`config.mk`:
```
export PLATFORM = sky130hd
export DESIGN_NAME = cmd_reg_front
export DESIGN_NICKNAME = d
export VERILOG_FILES = /design/src/rtl/cmd_reg_front_pkg.sv /design/src/rtl/cf_decoder.sv /design/src/rtl/cf_addr_ptr.sv /design/src/rtl/cf_access_guard.sv /design/src/rtl/cf_read_return.sv /design/src/rtl/cmd_reg_front.sv
export SDC_FILE = /design/constraint.sdc
export NUM_CORES = 1
export LEC_CHECK = 0
export BUFFER_PORTS_ARGS = -buffer_cell sky130_fd_sc_hd__buf_4
export CAP_MARGIN = 0
export CORE_ASPECT_RATIO = 1.5
export CORE_MARGIN = 1.5
export CORE_UTILIZATION = 40
export DETAILED_ROUTE_END_ITERATION = 16
export MAX_ROUTING_LAYER = met4
export PLACE_DENSITY = 0.66
export SETUP_SLACK_MARGIN = 0.5
export SYNTH_ARGS = -nofsm -noshare
export SYNTH_HDL_FRONTEND = slang
export SYNTH_SLANG_ARGS = --single-unit
export TNS_END_PERCENT = 20
```
`constraint.sdc`:
```
create_clock -name clk_i -period 3.45 [get_ports clk_i]
set_input_delay 0.345 -clock clk_i [delete_from_list [all_inputs] [get_ports clk_i]]
set_output_delay 0.345 -clock clk_i [all_outputs]
set_load 0.01 [all_outputs]
```
`src/rtl/cmd_reg_front_pkg.sv`:
```
`timescale 1ns/1ps
package cmd_reg_front_pkg;
  typedef enum logic [2:0] {
    ST_IDLE, ST_OPC, ST_ADDR, ST_WDATA, ST_RHOLD, ST_SKIP, ST_RPHASE
  } dec_state_e;

  typedef enum logic [1:0] {OP_NONE, OP_RD, OP_WR} op_kind_e;
endpackage

```
`src/rtl/cf_decoder.sv`:
```
`timescale 1ns/1ps
module cf_decoder
  import cmd_reg_front_pkg::*;
#(
  parameter int          ADDR_W = 8,
  parameter int          DATA_W = 8,
  parameter logic [7:0]  OPC_RD = 8'h30,
  parameter logic [7:0]  OPC_WR = 8'h28
) (
  input  logic              clk_i,
  input  logic              rst_ni,
  input  logic              start_i,
  input  logic              stop_i,
  input  logic              rnw_i,
  input  logic              rx_valid_i,
  input  logic [DATA_W-1:0] rx_data_i,
  input  logic              rd_req_i,
  output logic              ptr_load_o,
  output logic [ADDR_W-1:0] ptr_val_o,
  output logic              wr_fire_o,
  output logic              rd_fire_o,
  output logic              rd_armed_o
);
  dec_state_e state_q;
  op_kind_e   op_q;
  logic       armed_q;
  logic       idle_evt;

  assign idle_evt   = !start_i && !stop_i;
  assign ptr_load_o = idle_evt && rx_valid_i && (state_q == ST_ADDR);
  assign ptr_val_o  = ADDR_W'(rx_data_i);
  assign wr_fire_o  = idle_evt && rx_valid_i && (state_q == ST_WDATA);
  assign rd_fire_o  = idle_evt && rd_req_i && (state_q == ST_RPHASE);
  assign rd_armed_o = armed_q;

  always_ff @(posedge clk_i or negedge rst_ni) begin
    if (!rst_ni) begin
      state_q <= ST_IDLE;
      op_q    <= OP_NONE;
      armed_q <= 1'b0;
    end else if (start_i) begin
      state_q <= rnw_i ? ST_RPHASE : ST_OPC;
    end else if (stop_i) begin
      state_q <= ST_IDLE;
    end else if (rx_valid_i) begin
      unique case (state_q)
        ST_OPC: begin
          armed_q <= 1'b0;
          if (rx_data_i[7:0] == OPC_WR) begin
            op_q    <= OP_WR;
            state_q <= ST_ADDR;
          end else if (rx_data_i[7:0] == OPC_RD) begin
            op_q    <= OP_RD;
            state_q <= ST_ADDR;
          end else begin
            op_q    <= OP_NONE;
            state_q <= ST_SKIP;
          end
        end
        ST_ADDR: begin
          if (op_q == OP_WR) begin
            state_q <= ST_WDATA;
          end else begin
            state_q <= ST_RHOLD;
            armed_q <= 1'b1;
          end
        end
        default: state_q <= state_q;
      endcase
    end
  end
endmodule

```
`src/rtl/cf_addr_ptr.sv`:
```
`timescale 1ns/1ps
module cf_addr_ptr #(
  parameter int          ADDR_W   = 8,
  parameter logic [ADDR_W-1:0] MAX_ADDR = 8'hAF
) (
  input  logic              clk_i,
  input  logic              rst_ni,
  input  logic              load_i,
  input  logic [ADDR_W-1:0] load_val_i,
  input  logic              adv_i,
  output logic [ADDR_W-1:0] ptr_o
);
  logic [ADDR_W-1:0] ptr_q;
  assign ptr_o = ptr_q;

  always_ff @(posedge clk_i or negedge rst_ni) begin
    if (!rst_ni)                       ptr_q <= '0;
    else if (load_i)                   ptr_q <= load_val_i;
    else if (adv_i && ptr_q < MAX_ADDR) ptr_q <= ptr_q + 1'b1;
  end
endmodule

```
`src/rtl/cf_access_guard.sv`:
```
`timescale 1ns/1ps
module cf_access_guard #(
  parameter int ADDR_W = 8,
  parameter logic [ADDR_W-1:0] MAX_ADDR = 8'hAF,
  parameter int NUM_RO = 2,
  parameter logic [NUM_RO*ADDR_W-1:0] RO_LO = {8'hA0, 8'h18},
  parameter logic [NUM_RO*ADDR_W-1:0] RO_HI = {8'hAF, 8'h18}
) (
  input  logic [ADDR_W-1:0] addr_i,
  output logic              in_range_o,
  output logic              writable_o
);
  logic [NUM_RO-1:0] ro_hit;

  for (genvar g = 0; g < NUM_RO; g++) begin : g_ro
    assign ro_hit[g] = (addr_i >= RO_LO[g*ADDR_W +: ADDR_W]) &&
                       (addr_i <= RO_HI[g*ADDR_W +: ADDR_W]);
  end

  assign in_range_o = (addr_i <= MAX_ADDR);
  assign writable_o = in_range_o && !(|ro_hit);
endmodule

```
`src/rtl/cf_read_return.sv`:
```
`timescale 1ns/1ps
module cf_read_return #(
  parameter int DATA_W = 8
) (
  input  logic              clk_i,
  input  logic              rst_ni,
  input  logic              pend_i,
  input  logic              re_i,
  input  logic [DATA_W-1:0] rdata_i,
  output logic              tx_valid_o,
  output logic [DATA_W-1:0] tx_data_o
);
  always_ff @(posedge clk_i or negedge rst_ni) begin
    if (!rst_ni) begin
      tx_valid_o <= 1'b0;
      tx_data_o  <= '0;
    end else begin
      tx_valid_o <= pend_i;
      if (pend_i) tx_data_o <= re_i ? rdata_i : '0;
    end
  end
endmodule

```
`src/rtl/cmd_reg_front.sv`:
```
`timescale 1ns/1ps
module cmd_reg_front #(
  parameter int ADDR_W = 8,
  parameter int DATA_W = 8,
  parameter logic [ADDR_W-1:0] MAX_ADDR = 8'hAF,
  parameter logic [7:0] OPC_RD = 8'h30,
  parameter logic [7:0] OPC_WR = 8'h28,
  parameter int NUM_RO = 2,
  parameter logic [NUM_RO*ADDR_W-1:0] RO_LO = {8'hA0, 8'h18},
  parameter logic [NUM_RO*ADDR_W-1:0] RO_HI = {8'hAF, 8'h18}
) (
  input  logic              clk_i,
  input  logic              rst_ni,
  input  logic              start_i,
  input  logic              stop_i,
  input  logic              rnw_i,
  input  logic              rx_valid_i,
  input  logic [DATA_W-1:0] rx_data_i,
  input  logic              rd_req_i,
  input  logic [DATA_W-1:0] rf_rdata_i,
  output logic              rf_we_o,
  output logic              rf_re_o,
  output logic [ADDR_W-1:0] rf_addr_o,
  output logic [DATA_W-1:0] rf_wdata_o,
  output logic              tx_valid_o,
  output logic [DATA_W-1:0] tx_data_o
);
  logic              ptr_load, wr_fire, rd_fire, rd_armed;
  logic [ADDR_W-1:0] ptr_val, ptr;
  logic              in_range, writable;
  logic              rsp_pend_q;

  cf_decoder #(
    .ADDR_W(ADDR_W), .DATA_W(DATA_W), .OPC_RD(OPC_RD), .OPC_WR(OPC_WR)
  ) u_dec (
    .clk_i, .rst_ni, .start_i, .stop_i, .rnw_i, .rx_valid_i, .rx_data_i,
    .rd_req_i,
    .ptr_load_o(ptr_load), .ptr_val_o(ptr_val), .wr_fire_o(wr_fire),
    .rd_fire_o(rd_fire), .rd_armed_o(rd_armed)
  );

  cf_addr_ptr #(.ADDR_W(ADDR_W), .MAX_ADDR(MAX_ADDR)) u_ptr (
    .clk_i, .rst_ni, .load_i(ptr_load), .load_val_i(ptr_val),
    .adv_i(wr_fire || rd_fire), .ptr_o(ptr)
  );

  cf_access_guard #(
    .ADDR_W(ADDR_W), .MAX_ADDR(MAX_ADDR), .NUM_RO(NUM_RO),
    .RO_LO(RO_LO), .RO_HI(RO_HI)
  ) u_guard (
    .addr_i(ptr), .in_range_o(in_range), .writable_o(writable)
  );

  always_ff @(posedge clk_i or negedge rst_ni) begin
    if (!rst_ni) begin
      rf_we_o    <= 1'b0;
      rf_re_o    <= 1'b0;
      rf_addr_o  <= '0;
      rf_wdata_o <= '0;
      rsp_pend_q <= 1'b0;
    end else begin
      rf_we_o    <= wr_fire && writable;
      rf_re_o    <= rd_fire && rd_armed && in_range;
      rsp_pend_q <= rd_fire;
      if (wr_fire || rd_fire) rf_addr_o <= ptr;
      if (wr_fire) rf_wdata_o <= rx_data_i;
    end
  end

  cf_read_return #(.DATA_W(DATA_W)) u_ret (
    .clk_i, .rst_ni, .pend_i(rsp_pend_q), .re_i(rf_re_o),
    .rdata_i(rf_rdata_i), .tx_valid_o, .tx_data_o
  );
endmodule

```
==> flow_summary.toml <==
[run_status]
outcome = "complete, no violations"

[power]
fin_total_pwr_w = 0.00152
p_leak_nw = 1.19
p_per_area_nw_per_um2 = 612
vdd_drop_max_mv = 0.235

[sta]
fin_ws_ns = 1.27
fin_crit_ns = 2.18
skew_ns = 0.00671
maxSlewHeadroom_pct = 45.8
fmax_mhz = 458
setup_tns_ns = 0
hold_violations = 0
setup_viol = 0
rsz0062_at_grt = "no"
slew_viol_final = 0
fin_crit_sh_pct = 63.3
worstMarginPinSlew_ns = 0.813

[grt]
grt_pass1_vias = 1436
grt_pass1_wl_um = 6670
grt_max_degree = 43
gr-total-overflow = 0
track_usage_pct = 17.2
grt_antenna_before_repair = 0

[synthesis]
synth_xor_area_share_pct = 0.881
synthMuxAreaShare_pct = 8.68
synth_flop_cell = "dfrtp_1"
synth_edf_count = 0
yosys.area_share.simple_pct = 18.1
synthCells = 184
post_synth_num_cell_types = 48
yosysSeqAreaShare_pct = 52.8
synthAdderAreaFrac_pct = 1.26
yosysWarningCount = 0
synth_compound_area_share_pct = 13.7
synth_nets = 209
ys_ff_latch = 42
async_flop_share_pct = 100
synth_top_family_by_area = "simple AND/OR/NAND/NOR gates"
syn_area_um2 = 1990
postSynthAreaPerCell_um2 = 10.8

[critical_path]
r2r_cells = 5
worst-setup-path-type = "flop to flop"
required_ns = 3.68
setup.worst_path.end_class = "flop"
worst_setup_path_start_kind = "flop"
worstPathMaxFanout = 11
r2r_slack_ns = 1.27
r2r-start = "u_ptr.ptr_o[0]"
arrival_ns = 2.42
r2r-end = "u_ptr.ptr_o[5]"

[floorplanning]
num_rows = 31
die_area_um2 = 5410
core_area_um2 = 4810
die_x_um = 60.6
initial_core_util_pct = 41.4
io_pins = 50
die_h_um = 89.4

[layout]
design_area_um2 = 2480
drive_above_1_share_pct = 34.1
num-nets-final = 257
final_common_cell = "buf_4"
mostFrequentLayoutCells = "buf_4, dfrtp_1, nand3_1"
final_cells = 298
syn_to_final_growth_pct = 24.5
num_antenna_cells = 0

[detailed_routing]
route.detailed.drc = 0
via_per_inst = 5.29
antenna_left = 0
drt-total-wl_um = 4170
wire_per_inst_um = 14.0
via_count = 1575
first_iter_violations = 37
drtPass1Iterations = 4

[cts]
cts_buffer_depth = 2
cts.sinks = 42
postCtsResizedCells = 0
clockRootBuffer = "clkbuf_8"
path_clk_slew_ns = 0.08
cts.htree.levels = 2
cts.hold.buffers_added = 0
cts-buffers-inserted = 5
post_cts_buffers = 0
cts_tree = "done"
clk_latency_ns = 0.30

[placement]
post-place-ws_ns = 1.24
portBuffers = 49
hpwl_um = 3070
place_area_um2 = 2400
dp.cells = 291
gp_congestion = 0.829

[worst_hold_path]
hold_class = "input pin to asynchronous set/reset pin"

[run]
drv_cap = 0
synth_stat cells (2+ instances only):
cell       n  share of area, %
and3b_1    3               1.3
and3_1     3              0.94
mux2_2    14               7.9
nor2_1     7               1.3
nor3b_2    2               1.3
a31oi_1    5               1.6
clkbuf_1   4              0.75
dfrtp_1   42                53
nand3b_1   2              0.75
nand2_1   13               2.5
o21ai_0   12               3.0
inv_1     13               2.5
ha_1       2               1.3
nand3_1   16               4.0
nand2b_1   2              0.63
a32o_1     2               1.0
or2_2      2              0.63
nand4_1    2              0.63
o22ai_1    2              0.63
or3_1      3              0.94
or4_1      2              0.75
a32oi_1    3               1.3
buf_2      3              0.75
metrics by stage:
step / util [%] / hold slack [ns]
4_1_cts: 51.5 / 0.0418
6_report: 51.5 / 0.0250
2_1_floorplan: - / 0.0494
3_5_place_dp: 49.9 / 0.363
3_3_place_gp: 49.9 / 0.367
5_1_grt: 51.5 / 0.0599
kinds of logic after synthesis:
family                     Yosys count
muxes                               15
and+or+nand+nor                     63
adders and majority gates            2
DFF                                 42
xor gates and xnor gates             2
buffers and inverters               21
AOI/OAI and AO/OA                   39
worst max-delay path by stage:
stage | startpoint | to | cells after the start | slack [ns]
floorplan | u_ptr.ptr_o[0] | u_ptr.ptr_o[3] | 6 | 1.69
global placement | u_ptr.ptr_o[0] | u_ptr.ptr_o[5] | 5 | 1.29
detailed placement | u_ptr.ptr_o[0] | u_ptr.ptr_o[5] | 5 | 1.24
CTS | u_ptr.ptr_o[0] | u_ptr.ptr_o[5] | 5 | 1.23
global route | u_ptr.ptr_o[0] | u_ptr.ptr_o[5] | 5 | 1.13
finish | u_ptr.ptr_o[0] | u_ptr.ptr_o[5] | 5 | 1.27
worst max-delay path, cell delays in order, from the launching register on:
cell	delay, ns
dfrtp_1	0.42
ha_1	0.26
a311oi_1	0.34
o221ai_1	0.43
or4_1	0.59
nand4_1	0.08
registers in the layout, summed over array words and instances (netlist names):
signal,flops
rf_re_o,1
rf_we_o,1
u_ret.tx_valid_o,1
rf_wdata_o,8
u_dec.op_q,2
u_ptr.ptr_o,8
u_dec.state_q,3
u_ret.tx_data_o,8
u_dec.rd_armed_o,1
rf_addr_o,8
rsp_pend_q,1
per-layer routing:
layer  up-vias  global-route usage [%]  share of wire [%]
met5         -                       -                  0
met4         0                    7.31                2.4
met3         8                    4.78                4.1
met2        40                    29.0                 52
met1       763                    18.7                 42
li1        764                       -                  -
where the power goes:
group	internal, W	leakage [nW]	switching (W)
Clock	0.000136	0.0438	0.000162
Sequential	0.000634	0.530	0.000129
Combinational	0.000247	0.620	0.000208
Total	0.00102	1.19	0.000499
layout make-up:
class | count | area (um^2)
Sequential cell | 42 | 1050
Tap cell | 66 | 82.6
Timing Repair Buffer | 49 | 368
Multi-Input combinational cell | 121 | 848
Clock buffer | 5 | 68.8
Inverter | 13 | 48.8
Fill cell | 474 | 2330
Clock inverter | 2 | 10.0
Power figures use the tool's default switching activity.
